File: src/rtl/sram_ctrl_pkg.sv
package sram_ctrl_pkg;

  typedef enum logic [2:0] {
    PH_IDLE,
    PH_READ,
    PH_WSETUP,
    PH_WPULSE,
    PH_WHOLD,
    PH_DONE
  } phase_e;

  // Minimum time in picoseconds rounded up to whole clock cycles.
  function automatic int unsigned cyc_ceil(input int unsigned t_ps, input int unsigned clk_ps);
    return (t_ps + clk_ps - 1) / clk_ps;
  endfunction

  function automatic int unsigned max2(input int unsigned a, input int unsigned b);
    return (a > b) ? a : b;
  endfunction

endpackage

File: src/rtl/sram_phase_timer.sv
module sram_phase_timer #(
  parameter int unsigned W = 2
) (
  input  logic         clk,
  input  logic         rst_n,
  input  logic         load,
  input  logic [W-1:0] load_val,
  output logic         expired
);

  logic [W-1:0] cnt_q;

  always_ff @(posedge clk or negedge rst_n) begin
    if (!rst_n)              cnt_q <= '0;
    else if (load)           cnt_q <= load_val;
    else if (cnt_q != '0)    cnt_q <= cnt_q - 1'b1;
  end

  assign expired = (cnt_q == '0);

endmodule

File: src/rtl/sram_lane_capture.sv
module sram_lane_capture #(
  parameter int unsigned LANES  = 2,
  parameter int unsigned LANE_W = 8
) (
  input  logic                    clk,
  input  logic                    rst_n,
  input  logic                    cap_en,
  input  logic [LANES-1:0]        lane_en,
  input  logic [LANES*LANE_W-1:0] dq_in,
  output logic [LANES*LANE_W-1:0] data_out
);

  for (genvar g = 0; g < LANES; g++) begin : g_lane
    always_ff @(posedge clk or negedge rst_n) begin
      if (!rst_n)
        data_out[g*LANE_W +: LANE_W] <= '0;
      else if (cap_en)
        data_out[g*LANE_W +: LANE_W] <= lane_en[g] ? dq_in[g*LANE_W +: LANE_W] : '0;
    end
  end

endmodule

File: src/rtl/sram_pin_driver.sv
module sram_pin_driver
  import sram_ctrl_pkg::*;
#(
  parameter int unsigned ADDR_W = 18,
  parameter int unsigned DATA_W = 16
) (
  input  logic              clk,
  input  logic              rst_n,
  input  phase_e            phase_nxt,
  input  logic              pulse_first_nxt,
  input  logic [ADDR_W-1:0] addr_nxt,
  input  logic [DATA_W-1:0] wdata_nxt,
  input  logic [1:0]        mask_nxt,
  output logic [ADDR_W-1:0] mem_addr,
  output logic              mem_cs_n,
  output logic              mem_oe_n,
  output logic              mem_we_n,
  output logic              mem_ub_n,
  output logic              mem_lb_n,
  output logic [DATA_W-1:0] mem_dq_o,
  output logic              mem_dq_oe
);

  logic sel_d, rd_d, pulse_d, drv_d;

  always_comb begin
    sel_d   = (phase_nxt == PH_READ)   || (phase_nxt == PH_WSETUP) ||
              (phase_nxt == PH_WPULSE) || (phase_nxt == PH_WHOLD);
    rd_d    = (phase_nxt == PH_READ);
    pulse_d = (phase_nxt == PH_WPULSE);
    drv_d   = pulse_d && !pulse_first_nxt;
  end

  always_ff @(posedge clk or negedge rst_n) begin
    if (!rst_n) begin
      mem_addr  <= '0;
      mem_cs_n  <= 1'b1;
      mem_oe_n  <= 1'b1;
      mem_we_n  <= 1'b1;
      mem_ub_n  <= 1'b1;
      mem_lb_n  <= 1'b1;
      mem_dq_o  <= '0;
      mem_dq_oe <= 1'b0;
    end else begin
      mem_addr  <= addr_nxt;
      mem_cs_n  <= !sel_d;
      mem_oe_n  <= !rd_d;
      mem_we_n  <= !pulse_d;
      mem_ub_n  <= !(sel_d && mask_nxt[1]);
      mem_lb_n  <= !(sel_d && mask_nxt[0]);
      mem_dq_o  <= wdata_nxt;
      mem_dq_oe <= drv_d;
    end
  end

  AST_OE_HIGH_WHILE_WE: assert property (@(posedge clk) disable iff (!rst_n)
    !mem_we_n |-> mem_oe_n);
  AST_DRIVE_INSIDE_PULSE: assert property (@(posedge clk) disable iff (!rst_n)
    mem_dq_oe |-> (!mem_we_n && $past(!mem_we_n)));
  AST_NO_DRIVE_AFTER_READ: assert property (@(posedge clk) disable iff (!rst_n)
    $past(!mem_oe_n) |-> !mem_dq_oe);
  AST_LANE_SELECTED: assert property (@(posedge clk) disable iff (!rst_n)
    !mem_cs_n |-> !(mem_ub_n && mem_lb_n));

endmodule

File: src/rtl/sram_bus_ctrl.sv
module sram_bus_ctrl
  import sram_ctrl_pkg::*;
#(
  parameter int unsigned ADDR_W    = 18,
  parameter int unsigned DATA_W    = 16,
  parameter int unsigned CLK_PS    = 5000,
  parameter int unsigned T_RC_PS   = 10000,
  parameter int unsigned T_AA_PS   = 10000,
  parameter int unsigned T_OE_PS   = 5000,
  parameter int unsigned T_WP_PS   = 8000,
  parameter int unsigned T_DW_PS   = 5000,
  parameter int unsigned T_HZ_PS   = 5000
) (
  input  logic              clk,
  input  logic              rst_n,
  input  logic              req_valid,
  output logic              req_ready,
  input  logic              req_write,
  input  logic [ADDR_W-1:0] req_addr,
  input  logic [DATA_W-1:0] req_wdata,
  input  logic [1:0]        req_mask,
  output logic [DATA_W-1:0] rsp_rdata,
  output logic [ADDR_W-1:0] mem_addr,
  output logic              mem_cs_n,
  output logic              mem_oe_n,
  output logic              mem_we_n,
  output logic              mem_ub_n,
  output logic              mem_lb_n,
  output logic [DATA_W-1:0] mem_dq_o,
  output logic              mem_dq_oe,
  input  logic [DATA_W-1:0] mem_dq_i
);

  localparam int unsigned LANE_W   = DATA_W / 2;
  localparam int unsigned RD_CYC   = max2(max2(cyc_ceil(T_RC_PS, CLK_PS), cyc_ceil(T_AA_PS, CLK_PS)),
                                          cyc_ceil(T_OE_PS, CLK_PS));
  // Driver starts one cycle into the pulse, then needs the data setup time.
  localparam int unsigned WP_CYC   = max2(cyc_ceil(T_WP_PS, CLK_PS), 1 + cyc_ceil(T_DW_PS, CLK_PS));
  localparam int unsigned TURN_CYC = max2(cyc_ceil(T_HZ_PS, CLK_PS), 1);
  localparam int unsigned TMR_W    = $clog2(max2(RD_CYC, WP_CYC) + 1);
  localparam int unsigned TURN_W   = $clog2(TURN_CYC + 1);
  localparam int unsigned PCNT_W   = $clog2(WP_CYC + 2);

  phase_e            phase_q, phase_d;
  logic              tmr_load, tmr_expired;
  logic [TMR_W-1:0]  tmr_val;
  logic [TURN_W-1:0] turn_q;
  logic [ADDR_W-1:0] lat_addr, fld_addr;
  logic [DATA_W-1:0] lat_wdata, fld_wdata;
  logic [1:0]        lat_mask, fld_mask;
  logic              is_idle, read_end;

  assign is_idle  = (phase_q == PH_IDLE);
  assign read_end = (phase_q == PH_READ) && tmr_expired;

  always_comb begin
    phase_d  = phase_q;
    tmr_load = 1'b0;
    tmr_val  = '0;
    unique case (phase_q)
      PH_IDLE: begin
        if (req_valid) begin
          if (req_mask == 2'b00) begin
            phase_d = PH_DONE;
          end else if (!req_write) begin
            phase_d  = PH_READ;
            tmr_load = 1'b1;
            tmr_val  = TMR_W'(RD_CYC - 1);
          end else if (turn_q == '0) begin
            phase_d = PH_WSETUP;
          end
        end
      end
      PH_READ:   if (tmr_expired) phase_d = PH_DONE;
      PH_WSETUP: begin
        phase_d  = PH_WPULSE;
        tmr_load = 1'b1;
        tmr_val  = TMR_W'(WP_CYC - 1);
      end
      PH_WPULSE: if (tmr_expired) phase_d = PH_WHOLD;
      PH_WHOLD:  phase_d = PH_DONE;
      PH_DONE:   phase_d = PH_IDLE;
      default:   phase_d = PH_IDLE;
    endcase
  end

  always_ff @(posedge clk or negedge rst_n) begin
    if (!rst_n) phase_q <= PH_IDLE;
    else        phase_q <= phase_d;
  end

  // Guard interval owed by a write after a read.
  always_ff @(posedge clk or negedge rst_n) begin
    if (!rst_n)                     turn_q <= '0;
    else if (read_end)              turn_q <= TURN_W'(TURN_CYC);
    else if (is_idle && turn_q != '0) turn_q <= turn_q - 1'b1;
  end

  always_ff @(posedge clk or negedge rst_n) begin
    if (!rst_n) begin
      lat_addr  <= '0;
      lat_wdata <= '0;
      lat_mask  <= '0;
    end else if (is_idle && phase_d != PH_IDLE) begin
      lat_addr  <= req_addr;
      lat_wdata <= req_wdata;
      lat_mask  <= req_mask;
    end
  end

  assign fld_addr  = is_idle ? req_addr  : lat_addr;
  assign fld_wdata = is_idle ? req_wdata : lat_wdata;
  assign fld_mask  = is_idle ? req_mask  : lat_mask;

  sram_phase_timer #(.W(TMR_W)) u_timer (
    .clk      (clk),
    .rst_n    (rst_n),
    .load     (tmr_load),
    .load_val (tmr_val),
    .expired  (tmr_expired)
  );

  sram_pin_driver #(.ADDR_W(ADDR_W), .DATA_W(DATA_W)) u_pins (
    .clk             (clk),
    .rst_n           (rst_n),
    .phase_nxt       (phase_d),
    .pulse_first_nxt (phase_q == PH_WSETUP),
    .addr_nxt        (fld_addr),
    .wdata_nxt       (fld_wdata),
    .mask_nxt        (fld_mask),
    .mem_addr        (mem_addr),
    .mem_cs_n        (mem_cs_n),
    .mem_oe_n        (mem_oe_n),
    .mem_we_n        (mem_we_n),
    .mem_ub_n        (mem_ub_n),
    .mem_lb_n        (mem_lb_n),
    .mem_dq_o        (mem_dq_o),
    .mem_dq_oe       (mem_dq_oe)
  );

  sram_lane_capture #(.LANES(2), .LANE_W(LANE_W)) u_capture (
    .clk      (clk),
    .rst_n    (rst_n),
    .cap_en   (read_end),
    .lane_en  (lat_mask),
    .dq_in    (mem_dq_i),
    .data_out (rsp_rdata)
  );

  assign req_ready = (phase_q == PH_DONE);

  // Length of the current write-enable pulse, saturating.
  logic [PCNT_W-1:0] we_lo_cnt;
  always_ff @(posedge clk or negedge rst_n) begin
    if (!rst_n)                 we_lo_cnt <= '0;
    else if (mem_we_n)          we_lo_cnt <= '0;
    else if (we_lo_cnt != '1)   we_lo_cnt <= we_lo_cnt + 1'b1;
  end

  AST_READY_ONE_CYCLE: assert property (@(posedge clk) disable iff (!rst_n)
    req_ready |=> !req_ready);
  AST_DESELECT_AT_READY: assert property (@(posedge clk) disable iff (!rst_n)
    req_ready |-> mem_cs_n);
  AST_PULSE_WIDTH: assert property (@(posedge clk) disable iff (!rst_n)
    $rose(mem_we_n) |-> (we_lo_cnt == PCNT_W'(WP_CYC)));

endmodule

File: config.mk
export PLATFORM = sky130hd
export DESIGN_NAME = sram_bus_ctrl
export DESIGN_NICKNAME = d
export VERILOG_FILES = /design/src/rtl/sram_ctrl_pkg.sv /design/src/rtl/sram_phase_timer.sv /design/src/rtl/sram_lane_capture.sv /design/src/rtl/sram_pin_driver.sv /design/src/rtl/sram_bus_ctrl.sv
export SDC_FILE = /design/constraint.sdc
export NUM_CORES = 1
export LEC_CHECK = 0
export BUFFER_PORTS_ARGS = -buffer_cell sky130_fd_sc_hd__buf_2
export CAP_MARGIN = 30
export CORE_MARGIN = 4
export CORE_UTILIZATION = 47
export CTS_CLUSTER_SIZE = 24
export DETAILED_ROUTE_END_ITERATION = 10
export GPL_TIMING_DRIVEN = 0
export PLACE_DENSITY = 0.74
export SLEW_MARGIN = 20
export SYNTH_ARGS = -nofsm -noshare
export SYNTH_HDL_FRONTEND = slang
export SYNTH_SLANG_ARGS = --single-unit
File: constraint.sdc
create_clock -name clk -period 2.3 [get_ports clk]
set_clock_uncertainty 0.1 [all_clocks]
set_input_delay 0.23 -clock clk [delete_from_list [all_inputs] [get_ports clk]]
set_output_delay 0.23 -clock clk [all_outputs]
set_load 0.05 [all_outputs]
# After elaboration in Yosys (flattened, before gate mapping)
# Cells that the tools add are included.
[classes]
add_sub_neg = 2
mul = 0
n_div = 0
order_cmp = 0
n_eq_ne = 9
shifts = 0
muxes = 24
bitwise_logic = 0
n_reduce_logical = 22
[ops]
columns = ["cell", "n"]
rows = [
  ["18-bit 2-to-1 mux", 1],
  ["3-bit 2-to-1 mux", 6],
  ["16-bit 2-to-1 mux", 1],
  ["8-bit 2-to-1 mux", 2],
  ["3-bit one-hot mux with 5 select lines", 1],
  ["3-bit by 2-bit equality test with 1-bit output, second input constant", 4],
  ["3-bit equality test, second input constant", 3],
  ["1-bit 2-to-1 mux", 8],
  ["3-bit by 1-bit equality test with 1-bit output, second input constant", 2],
  ["1-bit logical AND", 6],
  ["1-bit logical NOT", 6],
  ["2-bit 2-to-1 mux", 3],
  ["2-bit nonzero test", 3],
  ["2-bit logical NOT", 2],
  ["2-bit one-hot mux with 2 select lines", 1],
  ["3-bit logical NOT", 1],
  ["1-bit logical OR", 3],
  ["3-bit nonzero test", 1],
  ["1-bit one-hot mux with 2 select lines", 1],
  ["2-bit by 1-bit subtractor with 2-bit output, second input constant", 1],
  ["1-bit subtractor, second input constant", 1],
]
[totals]
regBits = 98
latchBits = 0
mem_bits_rw = 0
mem_bits_ro = 0
out_inout_bits = 57
wordCells = 73
n_memories = 0

# Logic depth before layout (Yosys ltp)
[logic_depth]
word_depth = 11
mapped_depth = 7
depth_no_buf = 6

# Hierarchy
# A second synthesis with hierarchy kept.
[hier_totals]
cells_unflattened = 276
hier_area_um2 = 3866.2
[modules_own_cells]
columns = ["mod", "instances", "cells_each", "area_per_inst_um2"]
rows = [
  ["sram_bus_ctrl", 1, 147, 2048.2],
  ["sram_pin_driver", 1, 48, 1057.3],
  ["sram_lane_capture", 1, 69, 648.1],
  ["sram_phase_timer", 1, 12, 112.6],
]

# Worst setup path after synthesis
# OpenSTA, ideal clock, no wires.
[synth_path]
kind = "reg2reg"
startpoint = "register phase_q[2]"
endpoint = "register lat_addr[0]"
setup_time_ns = 0.125
t_arrival_ns = 1.476
required_time_ns = 2.075
setup_slack_ns = 0.599
stages_incl_launch_ff = 6
n_path_buf = 2
synth_period_minus_slack_ns = 1.701
path_cell_list = "dfrtp_1 buf_4 nor4b_4 nand2_4 buf_6 mux2_4"
[synth_via]
elab_chain_cells = 7
[synth_lines]
columns = ["item", "line_no", "source"]
rows = [
  ["start: declaration", "sram_bus_ctrl.sv:44", "phase_e phase_q, phase_d;"],
  ["start signal: assignment", "sram_bus_ctrl.sv:89", "else phase_q <= phase_d;"],
  ["3-bit 2-to-1 mux", "sram_bus_ctrl.sv:69", "end else if (turn_q == '0) begin"],
  ["3-bit 2-to-1 mux", "sram_bus_ctrl.sv:65", "end else if (!req_write) begin"],
  ["3-bit 2-to-1 mux", "sram_bus_ctrl.sv:63", "if (req_mask == 2'b00) begin"],
  ["3-bit 2-to-1 mux", "sram_bus_ctrl.sv:62", "if (req_valid) begin"],
  ["3-bit one-hot mux with 5 select lines", "sram_bus_ctrl.sv:60", "unique case (phase_q)"],
  ["3-bit nonzero test", "sram_bus_ctrl.sv:104", "end else if (is_idle && phase_d != PH_IDLE) begin"],
  ["1-bit logical AND *", "sram_bus_ctrl.sv:104", ""],
  ["end signal: assignment", "sram_bus_ctrl.sv:105", "lat_addr <= req_addr;"],
  ["end: declaration", "sram_bus_ctrl.sv:48", "logic [ADDR_W-1:0] lat_addr, fld_addr;"],
]
# Mark *: on every way between the ends. The rest lies on a longest branch, timed or not.
# A chain may end at the register's enable or synchronous reset.

# Worst setup path in the final report
[layout_path]
startpoint = "register u_timer.cnt_q[0]"
endpoint = "register u_pins.mem_lb_n"
[layout_via]
elab_chain_cells = 9
[layout_lines]
columns = ["item", "line_no", "source"]
rows = [
  ["start: declaration", "sram_phase_timer.sv:11", "logic [W-1:0] cnt_q;"],
  ["start signal: assignment", "sram_phase_timer.sv:15", "else if (load) cnt_q <= load_val;"],
  ["start signal: assignment", "sram_phase_timer.sv:16", "else if (cnt_q != '0) cnt_q <= cnt_q - 1'b1;"],
  ["2-bit logical NOT *", "sram_phase_timer.sv:19", "assign expired = (cnt_q == '0);"],
  ["3-bit 2-to-1 mux (on tied branches)", "sram_bus_ctrl.sv:80, sram_bus_ctrl.sv:74", ""],
  ["3-bit one-hot mux with 5 select lines *", "sram_bus_ctrl.sv:60", ""],
  ["3-bit by 1-bit equality test with 1-bit output / 3-bit by 2-bit equality test with 1-bit output (equally long branches)", "sram_pin_driver.sv:27", "sel_d = (phase_nxt == PH_READ) || (phase_nxt == PH_WSETUP) ||"],
  ["1-bit logical OR (2 in a row)", "sram_pin_driver.sv:27", ""],
  ["1-bit logical OR *", "sram_pin_driver.sv:28", "(phase_nxt == PH_WPULSE) || (phase_nxt == PH_WHOLD);"],
  ["1-bit logical AND *", "sram_pin_driver.sv:50", "mem_lb_n <= !(sel_d && mask_nxt[0]);"],
  ["1-bit logical NOT *", "sram_pin_driver.sv:50", ""],
  ["end signal: assignment", "sram_pin_driver.sv:50", ""],
  ["end: declaration", "sram_pin_driver.sv:19", "output logic mem_lb_n,"],
]
# Marked as above.

==> impl_metrics.yaml <==
worst_setup_path:
  worst_setup_path_start_kind: "flip-flop"
  reg2regPathDepth: 7
  timing.setup.critical_path_class: "flip-flop to flip-flop"
  timing.critical_path.from: "u_timer.cnt_q[0]"
  critical_path_arrival_ps: 2230
  ff2ff_setup_slack_ps: 270
  r2r_end: "u_pins.mem_lb_n"
  rr_startpoint: "u_timer.cnt_q[0]"
  worstPathMaxFanout: 8
  worst_setup_path_endpoint: "u_pins.mem_lb_n"
  critical_path.endpoint_type: "flip-flop"
  cp.required_ps: 2500
die:
  boundaryPins: 113
  initial_util_pct: 48.4
  die_span_in_y_um: 100
  design.core.area_um2: 8220
  num_rows: 33
  dieWidth_um: 100
  overall_die_area_um2: 9990
synth:
  synth_seq_area_share_pct: 61.9
  synthesis.nets: 409
  mappedNetlistArea_um2: 3980
  synth_area_leader_cell: "sky130_fd_sc_hd__dfrtp_1"
  synthesis.instances: 352
  yosys_warnings: 0
  yosysTopAreaCellShare_pct: 58.5
  post_synth_num_cell_types: 36
  yosys_register_bits: 98
  synthesis.area_per_instance_um2: 11.3
  synth.top_cells.by_area: "sky130_fd_sc_hd__dfrtp_1 59%, sky130_fd_sc_hd__nand2_1 13%, sky130_fd_sc_hd__mux2_4 11%"
layout:
  fraction_of_layout_instances_using_a_drive_strength_above_1_pct: 35.1
  layout.cells.most_common_list: "142 x sky130_fd_sc_hd__nand2_1, 116 x sky130_fd_sc_hd__buf_2, 93 x sky130_fd_sc_hd__dfrtp_1"
  nNetsFinal: 568
  mostFrequentLayoutCell: "sky130_fd_sc_hd__nand2_1"
  area_growth_syn_to_layout_pct: 33.4
  insertedDiodeCount: 0
  layout.filler_cells: 639
clocking:
  cts-htree-levels: 3
  total_number_of_clock_tree_sinks: 98
  clockBufferDepth: 2
  clkLatencyLatePin_ps: 360
  post_cts_resized: 0
  cts_tree: "built"
  cts_buffers: 9
  cts.reportedPaths.clkPinSlew_ps: 100
  post-cts-setup-buffers: 0
  cts_root_buf: "sky130_fd_sc_hd__clkbuf_8"
placement:
  dp_hpwl_mm: 6.13
  port-buffer-count: 112
  detailedPlace.worstSlack_ps: 388
  place.gp.congestion: 0.860
pwr:
  power_per_cell_area_nw_per_um2: 1680
  cellLeakagePower_nw: 2.83
  design_power_mw: 8.89
  ir_drop_mv: 0.895
timing:
  grt_setup_unrepaired: "no"
  report.final.setup_viol: 0
  hold_ws_ps: 17.3
  worstMarginPinSlew_ps: 546
  slew_violations: 0
  worst_slew_margin_rel_pct: 63.6
  fin_crit_sh_pct: 88.5
  max_freq_mhz: 491
  final_period_minus_worst_setup_slack_ps: 2030
  layout_setup_ws_ps: 265
  hold_viol: 0
global_route:
  grt_pass1_wl_mm: 15.3
  via_count_of_the_first_global_routing_pass: 3151
  antenna_violations_before_repair: 0
  globalRoute.totalOverflow: 0
  grt_max_degree: 57
  grt_use_total_pct: 19.2
drt:
  drt.antenna.violating_nets: 0
  drc: 0
  drt_pass1_iterations: 4
  routed_via_density: 4.89
  finalWirelength_mm: 9.05
  vias: 3038
  detail_route.wl_per_cell_um: 14.6
  drt_first_iter_violations: 105
run_status:
  outcome: "complete, no violations"
hold_path:
  hold_path_class: "input port to flip-flop"
  min_delay_path_depth: 3
flow_run:
  timing.max_cap.violations: 0
## synth_stat cells
master,n
sky130_fd_sc_hd__nor4b_4,1
sky130_fd_sc_hd__a32oi_1,1
sky130_fd_sc_hd__nor4bb_1,1
sky130_fd_sc_hd__nand2_4,1
sky130_fd_sc_hd__a31oi_1,1
sky130_fd_sc_hd__nand2_1,142
sky130_fd_sc_hd__ha_1,1
sky130_fd_sc_hd__nor4_1,1
sky130_fd_sc_hd__dfrtp_1,93
sky130_fd_sc_hd__nor3_1,2
sky130_fd_sc_hd__a211o_1,1
sky130_fd_sc_hd__clkbuf_1,9
sky130_fd_sc_hd__buf_4,1
sky130_fd_sc_hd__nor3b_1,1
sky130_fd_sc_hd__buf_1,2
sky130_fd_sc_hd__nand3b_1,1
sky130_fd_sc_hd__a21o_1,2
sky130_fd_sc_hd__or3_1,2
sky130_fd_sc_hd__mux2_2,6
sky130_fd_sc_hd__o211ai_1,1
sky130_fd_sc_hd__and3b_1,2
sky130_fd_sc_hd__nor2_1,3
sky130_fd_sc_hd__buf_2,5
sky130_fd_sc_hd__nand2b_1,1
sky130_fd_sc_hd__o31ai_1,1
sky130_fd_sc_hd__inv_1,4
sky130_fd_sc_hd__nand3_1,2
sky130_fd_sc_hd__a21oi_1,2
sky130_fd_sc_hd__nor2b_1,1
sky130_fd_sc_hd__dfstp_2,5
sky130_fd_sc_hd__or2_2,1
sky130_fd_sc_hd__o21ai_0,19
sky130_fd_sc_hd__mux2_4,30
sky130_fd_sc_hd__buf_6,3
sky130_fd_sc_hd__a22oi_1,1
sky130_fd_sc_hd__xor2_1,2
## per-stage QoR
stage          TNS, ps  instance area [um^2]  utilization, %  cells
2_1_floorplan        0                  3980               -    352
3_3_place_gp     -9110                  4670            56.8    569
3_5_place_dp         0                  4700            57.2    570
4_1_cts              0                  5300            64.5    621
5_1_grt              0                  5300            64.5    621
6_report             0                  5300            64.5    621
## what timing repair did
item,4_1_cts,5_1_grt
hold buffers,35,0
endpoints found under the setup margin,0,0
hold endpoints to repair,81,0
## power by group
group,total (mW),switching (mW),internal [mW]
logic,4.54,3.11,1.43
registers,2.99,0.385,2.61
clock network,1.35,0.591,0.762
## per-layer routing
| layer | up-vias | track usage (%) | part of all wire, % |
|---|---|---|---|
| met1 | 1456 | 25.2 | 43 |
| met5 | - | 0 | 0 |
| li1 | 1448 | - | - |
| met4 | 0 | 5.15 | 0.99 |
| met3 | 10 | 5.14 | 7.9 |
| met2 | 124 | 31.6 | 48 |
## critical path, stage by stage, from the launching register on
cell,delay (ps)
sky130_fd_sc_hd__dfrtp_1,400
sky130_fd_sc_hd__inv_1,60
sky130_fd_sc_hd__ha_1,130
sky130_fd_sc_hd__clkbuf_1,300
sky130_fd_sc_hd__nand3_1,180
sky130_fd_sc_hd__a32oi_1,310
sky130_fd_sc_hd__xor2_1,350
sky130_fd_sc_hd__a21o_1,130
## kinds of logic (layout without fill, tap and decap cells)
group | after synthesis | in the layout | synth area share (%)
mux | 36 | 36 | 13.0
xor+xnor | 2 | 2 | 0.441
compound gates | 29 | 29 | 4.19
flops | 98 | 98 | 61.9
simple gates | 162 | 162 | 17.1
buf+inv | 24 | 188 | 3.08
fa+ha+maj | 1 | 1 | 0.315
## final cells by class
cell class,instances,area (um^2),area share [%]
Inverter,4,15.0,0.283
Tap cell,105,131,2.48
Buffer,20,108,2.03
Clock buffer,11,141,2.67
Sequential cell,98,2460,46.4
Multi-Input combinational cell,230,1390,26.3
Timing Repair Buffer,148,945,17.8
Clock inverter,5,110,2.08
## worst min path at each step
stage | endpoint | slack (ps) | from
2_1_floorplan | lat_addr[0] | -170 | rst_n
3_3_place_gp | u_pins.mem_dq_o[6] | 330 | req_wdata[6]
3_5_place_dp | u_capture.data_out[3] | 70 | rst_n
4_1_cts | u_capture.data_out[12] | 7 | mem_dq_i[12]
5_1_grt | u_capture.data_out[12] | 10 | mem_dq_i[12]
6_report | u_capture.data_out[9] | 20 | mem_dq_i[9]
## sequential cells by signal, summed over array words and instances (netlist names), 2 cells and up
register and flops:
u_timer.cnt_q 2, u_pins.mem_addr 18, u_capture.data_out 16, lat_addr 18, u_pins.mem_dq_o 16, lat_wdata 16, lat_mask 2, phase_q 3
Note: power is estimated with default switching activity, not from simulation.
